## config.mk

```make
export PLATFORM = sky130hd
export DESIGN_NAME = posted_store_buffer
export DESIGN_NICKNAME = d
export VERILOG_FILES = /design/src/rtl/psb_pkg.sv /design/src/rtl/psb_region_match.sv /design/src/rtl/psb_entry.sv /design/src/rtl/psb_sat_ctr.sv /design/src/rtl/posted_store_buffer.sv
export SDC_FILE = /design/constraint.sdc
export NUM_CORES = 1
export LEC_CHECK = 0
export ABC_AREA = 1
export ABC_CLOCK_PERIOD_IN_PS = 2600
export BUFFER_PORTS_ARGS = -buffer_cell sky130_fd_sc_hd__buf_2
export CAP_MARGIN = 20
export CORE_MARGIN = 2
export CORE_UTILIZATION = 50
export CTS_CLUSTER_SIZE = 30
export DETAILED_ROUTE_END_ITERATION = 8
export PLACE_DENSITY = 0.79
export SKIP_CTS_REPAIR_TIMING = 1
export SYNTH_ARGS = -nofsm -noshare
export SYNTH_HDL_FRONTEND = slang
export SYNTH_SLANG_ARGS = --single-unit
```

## constraint.sdc

```tcl
create_clock -name clk -period 2.6 [get_ports clk]
set_input_delay 0.26 -clock clk [delete_from_list [all_inputs] [get_ports clk]]
set_output_delay 0.26 -clock clk [all_outputs]
set_load 0.02 [all_outputs]
```

## src/rtl/psb_pkg.sv

```systemverilog
package psb_pkg;

    typedef enum logic [2:0] {
        REQ_FETCH    = 3'd0,
        REQ_LOAD     = 3'd1,
        REQ_STORE    = 3'd2,
        REQ_ATOMIC   = 3'd3,
        REQ_WALK     = 3'd4,
        REQ_PREFETCH = 3'd5
    } req_kind_e;

    localparam int NUM_CTR    = 4;
    localparam int CTR_ACCEPT = 0;
    localparam int CTR_DRAIN  = 1;
    localparam int CTR_HELD   = 2;
    localparam int CTR_STALL  = 3;

endpackage

```

## src/rtl/psb_region_match.sv

```systemverilog
module psb_region_match #(
    parameter int                ADDR_W = 32,
    parameter logic [ADDR_W-1:0] BASE   = '0,
    parameter logic [ADDR_W-1:0] MASK   = '0
) (
    input  logic [ADDR_W-1:0] addr,
    output logic              hit
);
    assign hit = ((addr & MASK) == BASE);
endmodule

```

## src/rtl/psb_entry.sv

```systemverilog
module psb_entry #(
    parameter int ADDR_W = 32,
    parameter int DATA_W = 32,
    localparam int BE_W  = DATA_W / 8
) (
    input  logic              clk,
    input  logic              rst_n,
    input  logic              capture,
    input  logic [ADDR_W-1:0] cap_addr,
    input  logic [DATA_W-1:0] cap_data,
    input  logic [BE_W-1:0]   cap_be,
    input  logic              retire,
    output logic              held,
    output logic [ADDR_W-1:0] ent_addr,
    output logic [DATA_W-1:0] ent_data,
    output logic [BE_W-1:0]   ent_be
);
    typedef struct packed {
        logic              valid;
        logic [ADDR_W-1:0] addr;
        logic [DATA_W-1:0] data;
        logic [BE_W-1:0]   be;
    } slot_t;

    slot_t slot_d, slot_q;

    always_comb begin
        slot_d = slot_q;
        if (retire) begin
            slot_d.valid = 1'b0;
        end
        if (capture) begin
            slot_d.valid = 1'b1;
            slot_d.addr  = cap_addr;
            slot_d.data  = cap_data;
            slot_d.be    = cap_be;
        end
    end

    always_ff @(posedge clk) begin
        if (!rst_n) begin
            slot_q <= '0;
        end else begin
            slot_q <= slot_d;
        end
    end

    assign held     = slot_q.valid;
    assign ent_addr = slot_q.addr;
    assign ent_data = slot_q.data;
    assign ent_be   = slot_q.be;

    // A new store is only taken into an empty slot
    assert_capture_empty_R5: assert property (@(posedge clk) disable iff (!rst_n)
        capture |-> !slot_q.valid);

    // Only an occupied slot can be retired
    assert_retire_held_R3: assert property (@(posedge clk) disable iff (!rst_n)
        retire |-> slot_q.valid);

    // Contents do not move while the slot waits for its write
    assert_slot_stable_R2: assert property (@(posedge clk) disable iff (!rst_n)
        (slot_q.valid && !retire) |=>
            (slot_q.valid && $stable(slot_q.addr) && $stable(slot_q.data) && $stable(slot_q.be)));
endmodule

```

## src/rtl/psb_sat_ctr.sv

```systemverilog
module psb_sat_ctr #(
    parameter int W = 32
) (
    input  logic         clk,
    input  logic         rst_n,
    input  logic         inc,
    output logic [W-1:0] count
);
    localparam logic [W-1:0] CNT_MAX = '1;

    logic [W-1:0] cnt_d, cnt_q;

    always_comb begin
        cnt_d = cnt_q;
        if (inc && (cnt_q != CNT_MAX)) begin
            cnt_d = cnt_q + 1'b1;
        end
    end

    always_ff @(posedge clk) begin
        if (!rst_n) begin
            cnt_q <= '0;
        end else begin
            cnt_q <= cnt_d;
        end
    end

    assign count = cnt_q;

    assert_no_wrap_R10: assert property (@(posedge clk) disable iff (!rst_n)
        (cnt_q == CNT_MAX) |=> (cnt_q == CNT_MAX));

    assert_idle_hold_R8: assert property (@(posedge clk) disable iff (!rst_n)
        !inc |=> $stable(cnt_q));
endmodule

```

## src/rtl/posted_store_buffer.sv

```systemverilog
module posted_store_buffer
    import psb_pkg::*;
#(
    parameter int                ADDR_W    = 32,
    parameter int                DATA_W    = 32,
    parameter int                CNT_W     = 32,
    parameter logic [ADDR_W-1:0] MMIO_BASE = ADDR_W'('h1000_0000),
    parameter logic [ADDR_W-1:0] MMIO_MASK = ADDR_W'('hF000_0000),
    localparam int               BE_W      = DATA_W / 8
) (
    input  logic              clk,
    input  logic              rst_n,
    input  logic              cpu_valid,
    input  logic [2:0]        cpu_kind,
    input  logic [ADDR_W-1:0] cpu_addr,
    input  logic [DATA_W-1:0] cpu_wdata,
    input  logic [BE_W-1:0]   cpu_be,
    output logic              cpu_ack,
    output logic [DATA_W-1:0] cpu_rdata,
    output logic              ram_valid,
    output logic [2:0]        ram_kind,
    output logic              ram_we,
    output logic [ADDR_W-1:0] ram_addr,
    output logic [DATA_W-1:0] ram_wdata,
    output logic [BE_W-1:0]   ram_be,
    input  logic              ram_ack,
    input  logic [DATA_W-1:0] ram_rdata,
    output logic [CNT_W-1:0]  cnt_accepts,
    output logic [CNT_W-1:0]  cnt_drains,
    output logic [CNT_W-1:0]  cnt_held,
    output logic [CNT_W-1:0]  cnt_stalls
);
    logic              io_hit;
    logic              is_store;
    logic              post_cand;
    logic              post_now;
    logic              pass_now;
    logic              drain_done;
    logic              slot_held;
    logic [ADDR_W-1:0] slot_addr;
    logic [DATA_W-1:0] slot_data;
    logic [BE_W-1:0]   slot_be;
    logic [NUM_CTR-1:0] ctr_inc;
    logic [CNT_W-1:0]   ctr_val [NUM_CTR];

    psb_region_match #(
        .ADDR_W (ADDR_W),
        .BASE   (MMIO_BASE),
        .MASK   (MMIO_MASK)
    ) u_region (
        .addr (cpu_addr),
        .hit  (io_hit)
    );

    always_comb begin
        is_store   = (cpu_kind == REQ_STORE);
        post_cand  = cpu_valid && is_store && !io_hit;
        post_now   = post_cand && !slot_held;
        pass_now   = cpu_valid && !post_cand && !slot_held;
        drain_done = slot_held && ram_ack;
    end

    psb_entry #(
        .ADDR_W (ADDR_W),
        .DATA_W (DATA_W)
    ) u_entry (
        .clk      (clk),
        .rst_n    (rst_n),
        .capture  (post_now),
        .cap_addr (cpu_addr),
        .cap_data (cpu_wdata),
        .cap_be   (cpu_be),
        .retire   (drain_done),
        .held     (slot_held),
        .ent_addr (slot_addr),
        .ent_data (slot_data),
        .ent_be   (slot_be)
    );

    always_comb begin
        if (slot_held) begin
            ram_valid = 1'b1;
            ram_kind  = REQ_STORE;
            ram_we    = 1'b1;
            ram_addr  = slot_addr;
            ram_wdata = slot_data;
            ram_be    = slot_be;
        end else begin
            ram_valid = pass_now;
            ram_kind  = cpu_kind;
            ram_we    = pass_now && is_store;
            ram_addr  = cpu_addr;
            ram_wdata = cpu_wdata;
            ram_be    = cpu_be;
        end
        cpu_ack   = post_now || (pass_now && ram_ack);
        cpu_rdata = ram_rdata;
    end

    always_comb begin
        ctr_inc             = '0;
        ctr_inc[CTR_ACCEPT] = post_now;
        ctr_inc[CTR_DRAIN]  = drain_done;
        ctr_inc[CTR_HELD]   = slot_held;
        ctr_inc[CTR_STALL]  = cpu_valid && slot_held;
    end

    for (genvar g = 0; g < NUM_CTR; g++) begin : g_ctr
        psb_sat_ctr #(
            .W (CNT_W)
        ) u_ctr (
            .clk   (clk),
            .rst_n (rst_n),
            .inc   (ctr_inc[g]),
            .count (ctr_val[g])
        );
    end

    assign cnt_accepts = ctr_val[CTR_ACCEPT];
    assign cnt_drains  = ctr_val[CTR_DRAIN];
    assign cnt_held    = ctr_val[CTR_HELD];
    assign cnt_stalls  = ctr_val[CTR_STALL];

    assert_post_same_cycle_R1: assert property (@(posedge clk) disable iff (!rst_n)
        (cpu_valid && cpu_kind == REQ_STORE && !io_hit && !slot_held) |-> (cpu_ack && !ram_valid));

    assert_posted_write_R2: assert property (@(posedge clk) disable iff (!rst_n)
        (cpu_valid && cpu_kind == REQ_STORE && !io_hit && !slot_held) |=>
            (ram_valid && ram_we && ram_kind == REQ_STORE && ram_addr == $past(cpu_addr)
             && ram_wdata == $past(cpu_wdata) && ram_be == $past(cpu_be)));

    assert_free_after_ack_R3: assert property (@(posedge clk) disable iff (!rst_n)
        (slot_held && ram_ack) |=> !slot_held);

    assert_hold_off_R4: assert property (@(posedge clk) disable iff (!rst_n)
        (cpu_valid && slot_held) |-> (!cpu_ack && ram_we && ram_kind == REQ_STORE));

    assert_io_direct_R6: assert property (@(posedge clk) disable iff (!rst_n)
        (cpu_valid && cpu_kind == REQ_STORE && io_hit && !slot_held) |->
            (ram_valid && ram_we && ram_addr == cpu_addr && cpu_ack == ram_ack));

    assert_read_return_R7: assert property (@(posedge clk) disable iff (!rst_n)
        (cpu_valid && cpu_kind != REQ_STORE && !slot_held && ram_ack) |->
            (cpu_ack && cpu_rdata == ram_rdata));
endmodule

```

==> out/qor.csv, run 1 <==
metric,value,unit
Final HPWL DP,22830,microns
GP Congestion,0.9297,
M1 wire length,13670,microns
wire per inst,13.46,microns
worst min path class,input port to flip-flop,
Main synth FF type,dfxtp_1,
setup ws final,0.3569,ns
PortBufs,276,
Die X-Extent,153.1,microns
dpl cells,2278,
die area,23430,sq um
static leakage,5.613,nW
Routed WL,31100,microns
area of the core,21820,sq um
initial core utilization,50.91,%
critical path required time,2.34,ns
CTS buffer count,17,
final hold violations,0,
register area,3944,sq um
Worst Setup Path Type,flip-flop to output pin,
CTS tree,built,
RSZ-0062 raised after global routing,false,
syn nets,1926,
R2R Path Start,g_ctr[3].u_ctr.count[0],
Total Nets Final,2128,
"Arr. time, crit path",1.98,ns
syn_area_per_cell,6.121,sq um
worst skew pair latency,0.44,ns
"Seq/Total Area, Yosys",35.50,%
vias in the first global route,10520,
Layout Utilization,59.88,%
Final Skew,0.01521,ns
Finished Layout Cells,2311,
I/O pin cnt,341,
htree depth,4,
CTS Sinks,197,
"count leader, synth",nand2_1,
Worst Setup Start Kind,flip-flop,
clock slew at reported path FFs,0.07,ns
Hold Crit Start,cpu_addr[31],
GRT Residual Overflow,0,
DRT iter0 DRCs,802,
fin crit period,2.243,ns
die height,153.1,microns
"Async S/R FF share, synth",0,%
Pwr per Cell Area,491.2,nW/um^2
worst slew pin tran,1.028,ns
synth cell count leaders,"465 x nand2_1, 332 x nor2_1, 197 x dfxtp_1",
"top cells by area, synth","dfxtp_1 35%, nand2_1 16%, nor2_1 11%, a21oi_1 7.0%, o21ai_0 6.9%",
Top Metal Used,met4,
Row Count,54,
DR vias/cell,5.153,
worst-path fanout max,132,
DRC Markers,0,
synth unique cells,30,
Fmax,445.8,MHz
Final Slew Violations,0,
setup violators final,0,
Hold Slack,0.08736,ns
Mapped Area,11110,sq um
root buf cell,clkbuf_16,
DR vias,11910,
Multi-input gate area,5898,sq um
layout cell share with drive strength beyond 1,18.03,%
synthesis-stage register bit count,197,
Slew HR,31.42,%
met2 WL post-DR,14700,microns
initial antenna violation count,1,
Yosys top cell area share,35.50,%
DR pass1 iterations,5,
largest net degree at the start of global routing,169,
Worst VDD drop,439.0,uV
maxcap violations,0,
CP endpoint kind,output pin,
Yosys Warn Count,0,
pre-CTS WS,0.4551,ns
Area Growth Syn to Fin,17.64,%
first-pass GRT wire length,50840,microns
Final ANT Viol Nets,0,
status,completed,
setup TNS,0,ns
wire length on met3,2054,microns
Total GRT Usage,25.76,%
crit share post-route,86.27,%
Yosys top cell by area,dfxtp_1,
Cells after Synth,1815,
Max Buffers Root-to-Sink,2,
critical path startpoint,u_entry.held,
fillers,2127,
Post-synth EDFFs,0,
sequential cells by signal, summed over array words and instances (netlist names):
name and flops:
g_ctr.u_ctr.count 128, u_entry.ent_addr 32, u_entry.ent_be 4, u_entry.ent_data 32, u_entry.held 1
cell families after synthesis:
logic type	share of synthesized area [%]
and+or+nand+nor	36.36
AOI/OAI and AO/OA	14.60
DFF	35.50
xor gates and xnor gates	1.577
buffers and inverters	11.52
adders and majority gates	0.4505
routing by layer:
layer	vias to the layer above	global-route usage (%)
li1	6125	-
met1	5360	32.70
met2	379	43.90
met3	44	5.274
met4	0	8.245
met5	-	0
worst paths after layout:
check                                           endpoint  slack (ns)  cells past startpoint
worst max-delay path                             cpu_ack        0.36                      5
worst min-delay path                u_entry.ent_addr[31]        0.09                      3
worst max register to register  g_ctr[3].u_ctr.count[23]        0.41                      9
worst min register to register       u_entry.ent_addr[1]        0.45                      2
stage by stage:
step	instance area, sq um	total power [mW]
finish	13070	6.420
detailed placement	12440	3.706
CTS	13060	6.462
floorplan	11110	3.561
global route	13070	6.655
global placement	12440	3.697
final cells by class:
class                   count  area share [%]
diodes                      1         0.01915
multi-input cells        1323           45.13
clock buffers              17           3.255
repair buffers            291           11.89
well taps                 280           2.681
inverters                 187           5.390
clock inverters            15           1.455
flip-flops and latches    197           30.18
worst max-delay path, stage by stage, from the launching register on:
cell	delay [ns]
dfxtp_1	0.55
inv_4	0.17
nand3_4	0.15
buf_16	0.34
nand2_1	0.10
buf_2	0.18
cell usage in the layout (no fill, tap or decap), drive strengths merged:
cell type and n:
inv 194, clkinv 6, nand3b 1, buf 291, diode 1, or2 2, a211oi 1, o21ai 154
clkbuf 17, xnor2 5, bufinv 2, xor2 15, a31oi 1, ha 4, nor2 349, and2 4
nor3 10, nand3 114, dfxtp 197, nand2 474, nand4 27, a21oi 162
where the power goes:
| group | switching, mW | internal (mW) |
|---|---|---|
| Combinational | 0.371 | 0.189 |
| Sequential | 0.0189 | 3.06 |
| Clock | 1.32 | 1.47 |
Note: power is estimated with default switching activity, not from simulation.
==> inputs of run 2 (changes only) <==
Settings changed: CORE_ASPECT_RATIO from default to 0.9, RECOVER_POWER from default to 50.
==> out/qor.csv, run 2 (synthesis results as in run 1) <==
metric,value,unit
critical path required time,2.34,ns
R2R Setup Slk,0.34,ns
setup ws final,0.2399,ns
Final Slew Violations,0,
CTS tree,built,
DRC Markers,0,
"Arr. time, crit path",2.10,ns
worst min path class,input port to flip-flop,
clock slew at reported path FFs,0.07,ns
register area,3944,sq um
I/O pin cnt,341,
Finished Layout Cells,2321,
initial antenna violation count,1,
GP Congestion,0.9431,
Largest register FFs,128,
Worst VDD drop,353.4,uV
DP Area,12410,sq um
"leading cell type in the layout, fill and taps excluded",nand2_1,
die area,23430,sq um
Final HPWL DP,22800,microns
worst slew pin tran,1.109,ns
setup TNS,0,ns
DR vias,11990,
fin area,12820,sq um
worst-path fanout max,98,
Multi-input gate area,5878,sq um
status,completed,
DR pass1 iterations,5,
htree depth,4,
crit share post-route,90.77,%
pre-CTS WS,0.4860,ns
FF-to-FF path depth,6,
Die X-Extent,161.1,microns
initial core utilization,51.21,%
DR vias/cell,5.167,
Worst Setup Path Type,flip-flop to output pin,
fillers,2210,
dpl cells,2288,
wire per inst,13.35,microns
Hold Slack,0.09149,ns
Row Count,51,
die height,145.4,microns
static leakage,4.998,nW
PortBufs,276,
GRT Residual Overflow,0,
setup violators final,0,
Worst Setup Start Kind,flip-flop,
Total Nets Final,2127,
area of the core,21700,sq um
Final Skew,0.01440,ns
Area Growth Syn to Fin,15.36,%
first-pass GRT wire length,50480,microns
Slew HR,26.05,%
Routed WL,30990,microns
DRT iter0 DRCs,872,
CTS buffer count,17,
RSZ-0062 raised after global routing,false,
Total GRT Usage,25.70,%
root buf cell,clkbuf_16,
Pwr per Cell Area,493.6,nW/um^2
"commonest cells after routing, fill and taps aside","466 x nand2_1, 334 x nor2_1, 197 x dfxtp_1",
Final ANT Viol Nets,0,
power after layout,6.326,mW
vias in the first global route,10650,
largest net degree at the start of global routing,137,
layout cell share with drive strength beyond 1,11.29,%
fin crit period,2.360,ns
Max Buffers Root-to-Sink,2,
CTS Sinks,197,
maxcap violations,0,
CP endpoint kind,output pin,
worst skew pair latency,0.43,ns
WHS Path Cells,3,
final hold violations,0,
Layout Utilization,59.07,%
Fmax,423.7,MHz
-- run 2: cell types whose count changed in the layout (fill, tap and decap cells not counted), sizes merged --
cell	previous run	this run
clkbuf	17	150
buf	291	157
clkinvlp	0	1
bufinv	2	1
clkinv	6	5
inv	194	195
-- run 2: final cells by class --
class | count | share of cell area (%)
Inverter | 187 | 5.487
Multi-Input combinational cell | 1323 | 45.87
Clock inverter | 15 | 1.279
Antenna cell | 1 | 0.01953
Sequential cell | 197 | 30.77
Timing Repair Buffer | 290 | 10.42
Clock buffer | 17 | 3.319
Tap cell | 291 | 2.841
-- run 2: critical path, stage by stage, from the launching register on --
cell	delay, ns
dfxtp_1	0.54
clkinv_2	0.15
nand3_1	0.16
buf_6	0.46
nand2_1	0.11
buf_2	0.20
-- run 2: path summary, 6_finish.rpt --
kind | end | from
setup / recovery | cpu_ack | u_entry.held
hold / removal | u_entry.ent_addr[29] | cpu_addr[29]
setup reg to reg | g_ctr[0].u_ctr.count[25] | u_entry.held
hold reg to reg | u_entry.ent_addr[28] | u_entry.ent_addr[28]
-- run 2: power by group --
group	total, mW	switching, mW	internal [mW]
Sequential	3.08	0.0193	3.06
Combinational	0.550	0.370	0.180
Clock	2.70	1.32	1.38
-- run 2: metal layers --
| metal | part of all wire, % | GRT usage [%] | wire [microns] |
|---|---|---|---|
| met5 | 0 | 0 | 0 |
| met4 | 2.3 | 8.884 | 715 |
| met3 | 7.6 | 5.044 | 2358 |
| met2 | 47 | 42.64 | 14600 |
| met1 | 43 | 33.45 | 13320 |
